## config.mk

```make
export PLATFORM = sky130hd
export DESIGN_NAME = fe_xpoint_seq
export DESIGN_NICKNAME = d
export VERILOG_FILES = /design/src/rtl/fe_xpt_pkg.sv /design/src/rtl/fe_xpt_row_dec.sv /design/src/rtl/fe_xpt_ctrl.sv /design/src/rtl/fe_xpt_datapath.sv /design/src/rtl/fe_xpoint_seq.sv
export SDC_FILE = /design/constraint.sdc
export NUM_CORES = 1
export LEC_CHECK = 0
export BUFFER_PORTS_ARGS = -buffer_cell sky130_fd_sc_hd__buf_2
export CAP_MARGIN = 5
export CORE_ASPECT_RATIO = 0.8
export CORE_MARGIN = 3
export CORE_UTILIZATION = 48
export DETAILED_ROUTE_END_ITERATION = 12
export PLACE_DENSITY_LB_ADDON = 0.3
export SYNTH_ARGS = -nofsm -noshare
export SYNTH_HDL_FRONTEND = slang
export SYNTH_SLANG_ARGS = --single-unit
```

## constraint.sdc

```tcl
create_clock -name clk -period 2.45 [get_ports clk]
set_clock_uncertainty 0.05 [all_clocks]
set_input_delay 0.1225 -clock clk [delete_from_list [all_inputs] [get_ports clk]]
set_output_delay 0.1225 -clock clk [all_outputs]
set_load 0.01 [all_outputs]
```

## src/rtl/fe_xpt_pkg.sv

```systemverilog
`timescale 1ns/1ps
package fe_xpt_pkg;

  // Line drive levels in thirds of the write voltage.
  typedef enum logic [1:0] {
    LVL_GND       = 2'b00,
    LVL_THIRD     = 2'b01,
    LVL_TWO_THIRD = 2'b10,
    LVL_FULL      = 2'b11
  } lvl_e;

  typedef enum logic [2:0] {
    ST_IDLE,
    ST_READ,
    ST_RGAP,
    ST_WRITE,
    ST_WGAP
  } seqState_e;

  // Strobes from control to datapath.
  typedef struct packed {
    logic accept;      // command taken this cycle
    logic capture;     // last read cycle, latch sense results
    logic readPhase;   // drive read levels
    logic writePhase;  // drive write-0 levels
  } seqStrobe_t;

endpackage

```

## src/rtl/fe_xpt_row_dec.sv

```systemverilog
`timescale 1ns/1ps
module fe_xpt_row_dec #(
  parameter int ROW_AW = 3,
  localparam int ROWS = 1 << ROW_AW
) (
  input  logic [ROW_AW-1:0] rowAddr,
  output logic [ROWS-1:0]   rowSel
);

  for (genvar i = 0; i < ROWS; i++) begin : g_row
    assign rowSel[i] = (rowAddr == ROW_AW'(i));
  end

endmodule

```

## src/rtl/fe_xpt_ctrl.sv

```systemverilog
`timescale 1ns/1ps
module fe_xpt_ctrl
  import fe_xpt_pkg::*;
#(
  parameter int CNT_W = 8
) (
  input  logic             clk,
  input  logic             rstN,
  input  logic             cmdValid,
  output logic             cmdReady,
  input  logic [CNT_W-1:0] cfgReadCycles,
  input  logic [CNT_W-1:0] cfgWriteCycles,
  input  logic             needWrite,
  output seqStrobe_t       strobes,
  output logic             sampleStrobe,
  output logic             done
);

  localparam logic [CNT_W-1:0] ONE = CNT_W'(1);

  seqState_e        state;
  logic [CNT_W-1:0] phaseCnt;
  logic [CNT_W-1:0] rdLenQ;
  logic [CNT_W-1:0] wrLenQ;
  logic             accept;
  logic             rdLast;
  logic             wrLast;

  assign cmdReady = (state == ST_IDLE);
  assign accept   = cmdValid && cmdReady;
  assign rdLast   = (state == ST_READ)  && (phaseCnt == rdLenQ - ONE);
  assign wrLast   = (state == ST_WRITE) && (phaseCnt == wrLenQ - ONE);

  always_ff @(posedge clk) begin
    if (!rstN) begin
      state    <= ST_IDLE;
      phaseCnt <= '0;
      rdLenQ   <= ONE;
      wrLenQ   <= ONE;
    end else begin
      unique case (state)
        ST_IDLE: begin
          if (accept) begin
            rdLenQ   <= (cfgReadCycles  == '0) ? ONE : cfgReadCycles;
            wrLenQ   <= (cfgWriteCycles == '0) ? ONE : cfgWriteCycles;
            phaseCnt <= '0;
            state    <= ST_READ;
          end
        end
        ST_READ: begin
          if (rdLast) begin
            phaseCnt <= '0;
            state    <= ST_RGAP;
          end else begin
            phaseCnt <= phaseCnt + ONE;
          end
        end
        ST_RGAP: begin
          state <= needWrite ? ST_WRITE : ST_IDLE;
        end
        ST_WRITE: begin
          if (wrLast) begin
            phaseCnt <= '0;
            state    <= ST_WGAP;
          end else begin
            phaseCnt <= phaseCnt + ONE;
          end
        end
        ST_WGAP: begin
          state <= ST_IDLE;
        end
        default: state <= ST_IDLE;
      endcase
    end
  end

  always_comb begin
    strobes.accept     = accept;
    strobes.capture    = rdLast;
    strobes.readPhase  = (state == ST_READ);
    strobes.writePhase = (state == ST_WRITE);
  end

  assign sampleStrobe = rdLast;
  assign done = ((state == ST_RGAP) && !needWrite) || (state == ST_WGAP);

endmodule

```

## src/rtl/fe_xpt_datapath.sv

```systemverilog
`timescale 1ns/1ps
module fe_xpt_datapath
  import fe_xpt_pkg::*;
#(
  parameter int ROW_AW = 3,
  parameter int COLS   = 4,
  localparam int ROWS  = 1 << ROW_AW
) (
  input  logic                clk,
  input  logic                rstN,
  input  seqStrobe_t          strobes,
  input  logic [ROW_AW-1:0]   cmdRow,
  input  logic [COLS-1:0]     cmdWrData,
  input  logic [COLS-1:0]     cmdWrMask,
  input  logic [COLS-1:0]     senseBits,
  input  logic [ROWS-1:0]     rowSel,
  output logic [ROW_AW-1:0]   rowQ,
  output logic                needWrite,
  output logic [COLS-1:0]     rdData,
  output logic [2*ROWS-1:0]   wlDrive,
  output logic [2*COLS-1:0]   blDrive
);

  logic [COLS-1:0] dataQ;
  logic [COLS-1:0] maskQ;
  logic [COLS-1:0] rdQ;
  logic [COLS-1:0] mergedWord;
  logic [COLS-1:0] zeroCols;

  always_ff @(posedge clk) begin
    if (!rstN) begin
      rowQ  <= '0;
      dataQ <= '0;
      maskQ <= '0;
      rdQ   <= '0;
    end else begin
      if (strobes.accept) begin
        rowQ  <= cmdRow;
        dataQ <= cmdWrData;
        maskQ <= cmdWrMask;
      end
      if (strobes.capture) begin
        rdQ <= senseBits;
      end
    end
  end

  assign mergedWord = (maskQ & dataQ) | (~maskQ & rdQ);
  assign zeroCols   = ~mergedWord;
  assign needWrite  = |zeroCols;
  assign rdData     = rdQ;

  for (genvar r = 0; r < ROWS; r++) begin : g_wl
    lvl_e wlLvl;
    always_comb begin
      if (strobes.readPhase) begin
        wlLvl = rowSel[r] ? LVL_FULL : LVL_GND;
      end else if (strobes.writePhase) begin
        wlLvl = rowSel[r] ? LVL_GND : LVL_TWO_THIRD;
      end else begin
        wlLvl = LVL_GND;
      end
    end
    assign wlDrive[2*r +: 2] = wlLvl;
  end

  for (genvar c = 0; c < COLS; c++) begin : g_bl
    lvl_e blLvl;
    always_comb begin
      if (strobes.writePhase) begin
        blLvl = zeroCols[c] ? LVL_FULL : LVL_THIRD;
      end else begin
        blLvl = LVL_GND;
      end
    end
    assign blDrive[2*c +: 2] = blLvl;
  end

endmodule

```

## src/rtl/fe_xpoint_seq.sv

```systemverilog
`timescale 1ns/1ps
module fe_xpoint_seq
  import fe_xpt_pkg::*;
#(
  parameter int ROW_AW = 3,
  parameter int COLS   = 4,
  parameter int CNT_W  = 8,
  localparam int ROWS  = 1 << ROW_AW
) (
  input  logic                clk,
  input  logic                rstN,
  input  logic                cmdValid,
  output logic                cmdReady,
  input  logic [ROW_AW-1:0]   cmdRow,
  input  logic [COLS-1:0]     cmdWrData,
  input  logic [COLS-1:0]     cmdWrMask,
  input  logic [CNT_W-1:0]    cfgReadCycles,
  input  logic [CNT_W-1:0]    cfgWriteCycles,
  output logic [2*ROWS-1:0]   wlDrive,
  output logic [2*COLS-1:0]   blDrive,
  output logic                sampleStrobe,
  input  logic [COLS-1:0]     senseBits,
  output logic                done,
  output logic [COLS-1:0]     rdData
);

  seqStrobe_t        strobes;
  logic              needWrite;
  logic [ROW_AW-1:0] rowQ;
  logic [ROWS-1:0]   rowSel;

  fe_xpt_ctrl #(.CNT_W(CNT_W)) ctrl_i (
    .clk           (clk),
    .rstN          (rstN),
    .cmdValid      (cmdValid),
    .cmdReady      (cmdReady),
    .cfgReadCycles (cfgReadCycles),
    .cfgWriteCycles(cfgWriteCycles),
    .needWrite     (needWrite),
    .strobes       (strobes),
    .sampleStrobe  (sampleStrobe),
    .done          (done)
  );

  fe_xpt_row_dec #(.ROW_AW(ROW_AW)) dec_i (
    .rowAddr(rowQ),
    .rowSel (rowSel)
  );

  fe_xpt_datapath #(.ROW_AW(ROW_AW), .COLS(COLS)) dp_i (
    .clk      (clk),
    .rstN     (rstN),
    .strobes  (strobes),
    .cmdRow   (cmdRow),
    .cmdWrData(cmdWrData),
    .cmdWrMask(cmdWrMask),
    .senseBits(senseBits),
    .rowSel   (rowSel),
    .rowQ     (rowQ),
    .needWrite(needWrite),
    .rdData   (rdData),
    .wlDrive  (wlDrive),
    .blDrive  (blDrive)
  );

endmodule

```

==> run_results.csv, run 1 <==
group,metric,value,unit
outcome,status,"finished clean",
clock_network,cts_root_buf,"clkbuf_8",
layout,final_nets,445,
clock_network,cts.clk_slew.worst_paths,90,ps
pwr,p_per_area,850,nW/um^2
synthesis,syn_nets,387,
synthesis,synth_top_area_share,31.6,%
route,dr.first_iter.drc_count,149,
layout,stdcell_count,471,
synthesis,synth.distinct_cells,52,
layout,drive_above_1_share,26.7,%
timing,drv_slew,0,
floorplanning,core,5180,um^2
clock_network,cts_buffers,5,
timing,tightestPinTransition,641,ps
route,wl_per_cell,13.6,um
synthesis,synthesis.instances,350,
floorplanning,die_area,6480,um^2
synthesis,yosysWarnings,0,
clock_network,insertion_delay,290,ps
timing,period_needed,2390,ps
layout,fin_area,3190,um^2
synthesis,synthArstFlopShare,0,%
pwr,irDropWorstVdd,347,uV
route,post-route-drc-count,0,
worst_setup_path,critPathMaxStageDelay,500,ps
worst_setup_path,crit_fanout,4,
worst_setup_path,startpoint_type,"register",
synthesis,ys_seq_area_share,31.6,%
worst_setup_path,critical_path_class,"reg -> out",
worst_setup_path,cp_slowest_cell,"or4_1",
clock_network,htreeDepth,2,
timing,hold-worst-slack,13.9,ps
floorplanning,initial_core_util,51.4,%
route,drt_first_pass_iters,4,
placed_design,placed_cells,462,
placed_design,routabilityCongestion,0.836,
global_route,grt_pass1_wl,10600,um
synthesis,ys.flop_type,"dfxtp_1",
worst_setup_path,critical_path.startpoint,"ctrl_i.rdLenQ[6]$_SDFFE_PN0P_",
timing,max_freq,0.419,GHz
worst_setup_path,crit_arrival,2220,ps
synthesis,synth-seq-cells,42,
global_route,grt_overflow,0,
timing,fin_tns_setup,0,ps
clock_network,hold_buffers,0,
pwr,finalPower,2.71,mW
placed_design,hpwl,4830,um
worst_setup_path,crit_path_cell_trace,"or3b_2, or4_1, o211a_1, o21ai_2, and4bb_2, buf_6",
timing,rsz0062_at_grt,"no",
pwr,leakage,1.33,nW
timing,finalCritPeriodShare,97.5,%
layout,fillers,486,
global_route,grt_antenna_before_repair,0,
timing,relSlewSlack,57.3,%
floorplanning,ioPinCount,65,
floorplanning,die_y,72.6,um
synthesis,yosys.area.top_type,"dfxtp_1",
global_route,grt_pass1_vias,2312,
route,ant_nets,0,
placed_design,port_buffers,64,
worst_setup_path,cp-end-kind,"output pin",
placed_design,placed_area,3040,um^2
hold_path,hp-class,"in -> reg",
synthesis,ys_top_cells_by_area,"dfxtp_1 32%, nand2_1 11%, a21boi_0 7.3%",
route,drt-total-wl,6410,um
job,maxCapViolCount,0,
clock_network,cts_buffer_depth,2,
layout,areaGrowthSynthToFinish,19.7,%
synthesis,avgSynthCellArea,7.61,um^2
synthesis,yosysMostFrequentCell,"nand2_1",
worst_setup_path,timing.rr.start,"ctrl_i.rdLenQ[0]$_SDFFE_PN1P_",
timing,setup_viol,0,
worst_setup_path,cp.required,2280,ps
route,vias,2528,
floorplanning,die_w,89.3,um
floorplanning,rows,23,
clock_network,clock_sink_count,42,
global_route,grt_start_max_net_pins,44,
synthesis,synthesis.area,2660,um^2
synthesis,synth_edf_count,0,
hold_path,min-delay-start,"cmdWrData[3]",
timing,hold_viol_final,0,
global_route,grt_use_total,20.6,%
route,vias_per_cell,5.37,
synthesis,synth_commonest_cells,"76 x nand2_1, 42 x dfxtp_1, 26 x a21boi_0, 21 x nor2_1, 20 x xnor2_1",
layout,diodes,0,
clock_network,cts_tree,"done",
[power breakdown]
group          internal, mW  total (mW)  leakage [nW]  switching [mW]
Combinational         0.593        1.30         0.943           0.706
Clock                 0.200       0.456        0.0441           0.255
Sequential            0.806       0.952         0.343           0.147
Total                  1.60        2.71          1.33            1.11
[flip-flops by register name, summed over array words and instances, names as in the netlist]
register / flops
dp_i.maskQ: 4
ctrl_i.phaseCnt: 8
dp_i.dataQ: 4
dp_i.rowQ: 3
dp_i.rdData: 4
ctrl_i.state: 3
ctrl_i.wrLenQ: 8
ctrl_i.rdLenQ: 8
[routing by layer]
| metal | global-route usage [%] | vias up | share of wire (%) |
|---|---|---|---|
| li1 | - | 1313 | - |
| met1 | 28.9 | 1156 | 48 |
| met2 | 33.0 | 55 | 47 |
| met3 | 4.97 | 4 | 4.8 |
| met4 | 2.98 | 0 | 0.58 |
| met5 | 0 | - | 0 |
[through the flow]
step	utilization (%)	setup slack, ps
finish	61.5	62.4
global route	61.5	2.50
floorplan	-	136
CTS	60.9	0.636
global placement	58.7	61.6
detailed placement	58.7	-37.6
[placed cells by master, fill, tap and decap left out, drive strengths merged, types with 3 or more instances in the layout]
cell type and n:
mux2i 8, xor2 4, a21boi 26, nand3b 6, o221ai 6, nor3 11
or4 5, nand3 4, inv 7, buf 79, ha 3, xnor2 20
o21ai 12, nor2 21, nand2 76, or3 3, clkbuf 5, a21oi 7
nand2b 6, dfxtp 42, nor4 6, and2 7, or2 6, nor2b 11
[worst max-delay path, delay by kind of cell (launching register included)]
kind,cells,cell delay (ps)
AND/OR/NAND/NOR,3,1230
flip-flops,1,360
AO/OA/AOI/OAI,2,220
buffers and inverters,1,100
[path summary, 6_finish.rpt]
check | endpoint | cells after the start | slack (ps)
worst max register to register | ctrl_i.phaseCnt[7]$_SDFFE_PN0P_ | 9 | 60
worst max-delay path | sampleStrobe | 6 | 60
worst min-delay path | dp_i.dataQ[3]$_SDFFE_PN0P_ | 3 | 10
worst min register to register | dp_i.dataQ[2]$_SDFFE_PN0P_ | 2 | 430
[cell families (layout without fill, tap and decap cells)]
kind of cell    after synthesis  after routing  synth area share, %
mux                           8              8                 3.01
compound gates               67             67                 18.6
xor+xnor                     24             24                 7.89
flops                        42             42                 31.6
buf+inv                      35             94                 5.69
simple gates                171            171                 31.8
fa+ha+maj                     3              3                 1.41
[timing repair]
item,in CTS,in global routing
setup buffers,1,0
endpoints found under the setup margin,5,9
pin swaps,1,1
gates resized for setup,2,8
[layout make-up]
type / instances / area, um^2 / share of cell area, %
Inverter: 7 / 26.3 / 0.824
Clock buffer: 5 / 68.8 / 2.16
Tap cell: 62 / 77.6 / 2.43
Clock inverter: 3 / 21.3 / 0.667
Sequential cell: 42 / 846 / 26.5
Multi-Input combinational cell: 273 / 1700 / 53.2
Timing Repair Buffer: 79 / 452 / 14.2
No activity file was read; power rests on OpenSTA's default activity.
==> run 2, diff against run 1 <==
- PLACE_DENSITY_LB_ADDON: 0.3 -> 0.08
==> run 2 against run 1 <==
- highest routed layer unchanged
- global-route usage grew 0.48 points
- critical endpoint unchanged
- first-iteration DRC count shrank 42%
- register-to-register slack gained 50 ps
- worst setup slack gained 15 ps
- critical path type unchanged
- sequential share of layout area shrank 0.67 points
- count of clock-buffer cells in the layout is the same
==> run_results.csv, run 2 (synthesis gave the netlist of run 1 again) <==
group,metric,value,unit
hold_path,hp-class,"in -> reg",
floorplanning,die_w,89.3,um
hold_path,min-delay-start,"cmdRow[0]",
worst_setup_path,crit_fanout,4,
worst_setup_path,path_buf_inv,1,
worst_setup_path,r2r_cells,8,
layout,fin_util,63.0,%
layout,areaGrowthSynthToFinish,22.6,%
worst_setup_path,critical_path_class,"reg -> out",
floorplanning,rows,23,
timing,period_needed,2370,ps
clock_network,cts.clk_slew.worst_paths,90,ps
route,drt_first_pass_iters,4,
pwr,leakage,1.36,nW
floorplanning,core,5180,um^2
global_route,grt_overflow,0,
global_route,grt_pass1_wl,10800,um
floorplanning,die_area,6480,um^2
global_route,grt_antenna_before_repair,0,
timing,hold-worst-slack,14.0,ps
timing,fin_tns_setup,0,ps
global_route,grt_start_max_net_pins,30,
route,dr.first_iter.drc_count,86,
worst_setup_path,rrSetupSlack,110,ps
clock_network,cts_tree,"done",
layout,diodes,0,
timing,hold_viol_final,0,
timing,tightestPinTransition,660,ps
floorplanning,ioPinCount,65,
worst_setup_path,timing.rr.start,"ctrl_i.rdLenQ[0]$_SDFFE_PN1P_",
clock_network,cts_root_buf,"clkbuf_8",
global_route,grt_use_total,21.1,%
job,maxCapViolCount,0,
layout,reg_top3,"ctrl_i.phaseCnt x8, ctrl_i.rdLenQ x8, ctrl_i.wrLenQ x8",
clock_network,htreeDepth,2,
hold_path,min_path_cells,3,
floorplanning,die_y,72.6,um
timing,finalWorstSetupSlack,77.3,ps
layout,final_nets,451,
worst_setup_path,crit_path_cell_trace,"or3b_2, or4_1, o211a_1, o21ai_2, and4bb_2, buf_6",
global_route,grt_pass1_vias,2281,
placed_design,routabilityCongestion,0.854,
worst_setup_path,reg2reg_to,"ctrl_i.phaseCnt[7]$_SDFFE_PN0P_",
clock_network,cts_buffers,5,
worst_setup_path,startpoint_type,"register",
route,post-route-drc-count,0,
clock_network,clock_sink_count,42,
worst_setup_path,cp-end-kind,"output pin",
layout,mostFrequentLayoutCells,"76 x nand2_1, 63 x buf_2, 39 x dfxtp_1",
worst_setup_path,crit_family,"simple AND/OR/NAND/NOR gates",
route,ant_nets,0,
timing,relSlewSlack,55.6,%
pwr,irDropWorstVdd,499,uV
pwr,p_per_area,853,nW/um^2
clock_network,cts_buffer_depth,2,
clock_network,insertion_delay,300,ps
layout,final_common_cell,"nand2_1",
worst_setup_path,crit_arrival,2200,ps
outcome,status,"finished clean",
layout,drive_above_1_share,26.7,%
route,drt-total-wl,6410,um
timing,drv_slew,0,
route,vias,2536,
worst_setup_path,cp.required,2280,ps
placed_design,pre_cts_slack,8.79,ps
timing,finalCritPeriodShare,96.8,%
floorplanning,initial_core_util,51.4,%
timing,max_freq,0.421,GHz
pwr,finalPower,2.78,mW
timing,setup_viol,0,
placed_design,hpwl,4820,um
route,wl_per_cell,13.4,um
route,vias_per_cell,5.32,
placed_design,port_buffers,64,
hold_path,min_to,"dp_i.rowQ[0]$_SDFFE_PN0P_",
clock_network,post-cts-setup-buffers,0,
worst_setup_path,critPathMaxStageDelay,510,ps
worst_setup_path,cp_slowest_cell,"or4_1",
## run 2: how the worst max path moves through the flow
stage                                       start                         endpoint  depth (start not counted)
finish              ctrl_i.rdLenQ[6]$_SDFFE_PN0P_                     sampleStrobe                          6
global route        ctrl_i.rdLenQ[0]$_SDFFE_PN1P_                     sampleStrobe                          9
CTS                 ctrl_i.rdLenQ[1]$_SDFFE_PN0P_  ctrl_i.phaseCnt[7]$_SDFFE_PN0P_                          9
detailed placement  ctrl_i.rdLenQ[0]$_SDFFE_PN1P_      dp_i.rdData[1]$_SDFFE_PN0P_                          9
global placement    ctrl_i.rdLenQ[0]$_SDFFE_PN1P_      dp_i.rdData[2]$_SDFFE_PN0P_                          8
floorplan           ctrl_i.rdLenQ[0]$_SDFFE_PN1P_  ctrl_i.phaseCnt[7]$_SDFFE_PN0P_                          8
## run 2: area by class of cell
class                   count  area [um^2]
flip-flops and latches     42          845
fillers                   482         1920
well taps                  62         77.6
multi-input cells         273         1710
clock inverters             3         43.8
clock buffers               5         68.8
inverters                   7         26.3
repair buffers             85          494
## run 2: layer usage
| metal | vias up | track usage [%] | part of all wire, % |
|---|---|---|---|
| met5 | - | 0 | 0 |
| met4 | 0 | 5.45 | 1.2 |
| met3 | 9 | 4.51 | 4.7 |
| met2 | 57 | 30.7 | 44 |
| met1 | 1152 | 31.5 | 50 |
| li1 | 1318 | - | - |
## run 2: per-stage QoR
step,cell area (um^2),std cells
6_report,3260,477
5_1_grt,3260,477
4_1_cts,3220,477
3_5_place_dp,3060,465
3_3_place_gp,3060,465
2_1_floorplan,2660,350
## run 2: report_power, final
part	switching, mW	internal, mW	total (mW)
sequential	0.157	0.805	0.963
clock	0.260	0.306	0.566
combinational	0.674	0.581	1.25
## run 2: what timing repair did
item,CTS,global route
setup endpoints to repair,3,7
hold endpoints to repair,4,0
resized for setup,3,8
hold buffers,4,0
pin swaps,1,0
## run 2: tightest hold or removal path, delay by kind of cell
family	cells	cell delay (ps)
buffers and inverters	1	90
AND/OR/NAND/NOR	1	40
AO/OA/AOI/OAI	1	60
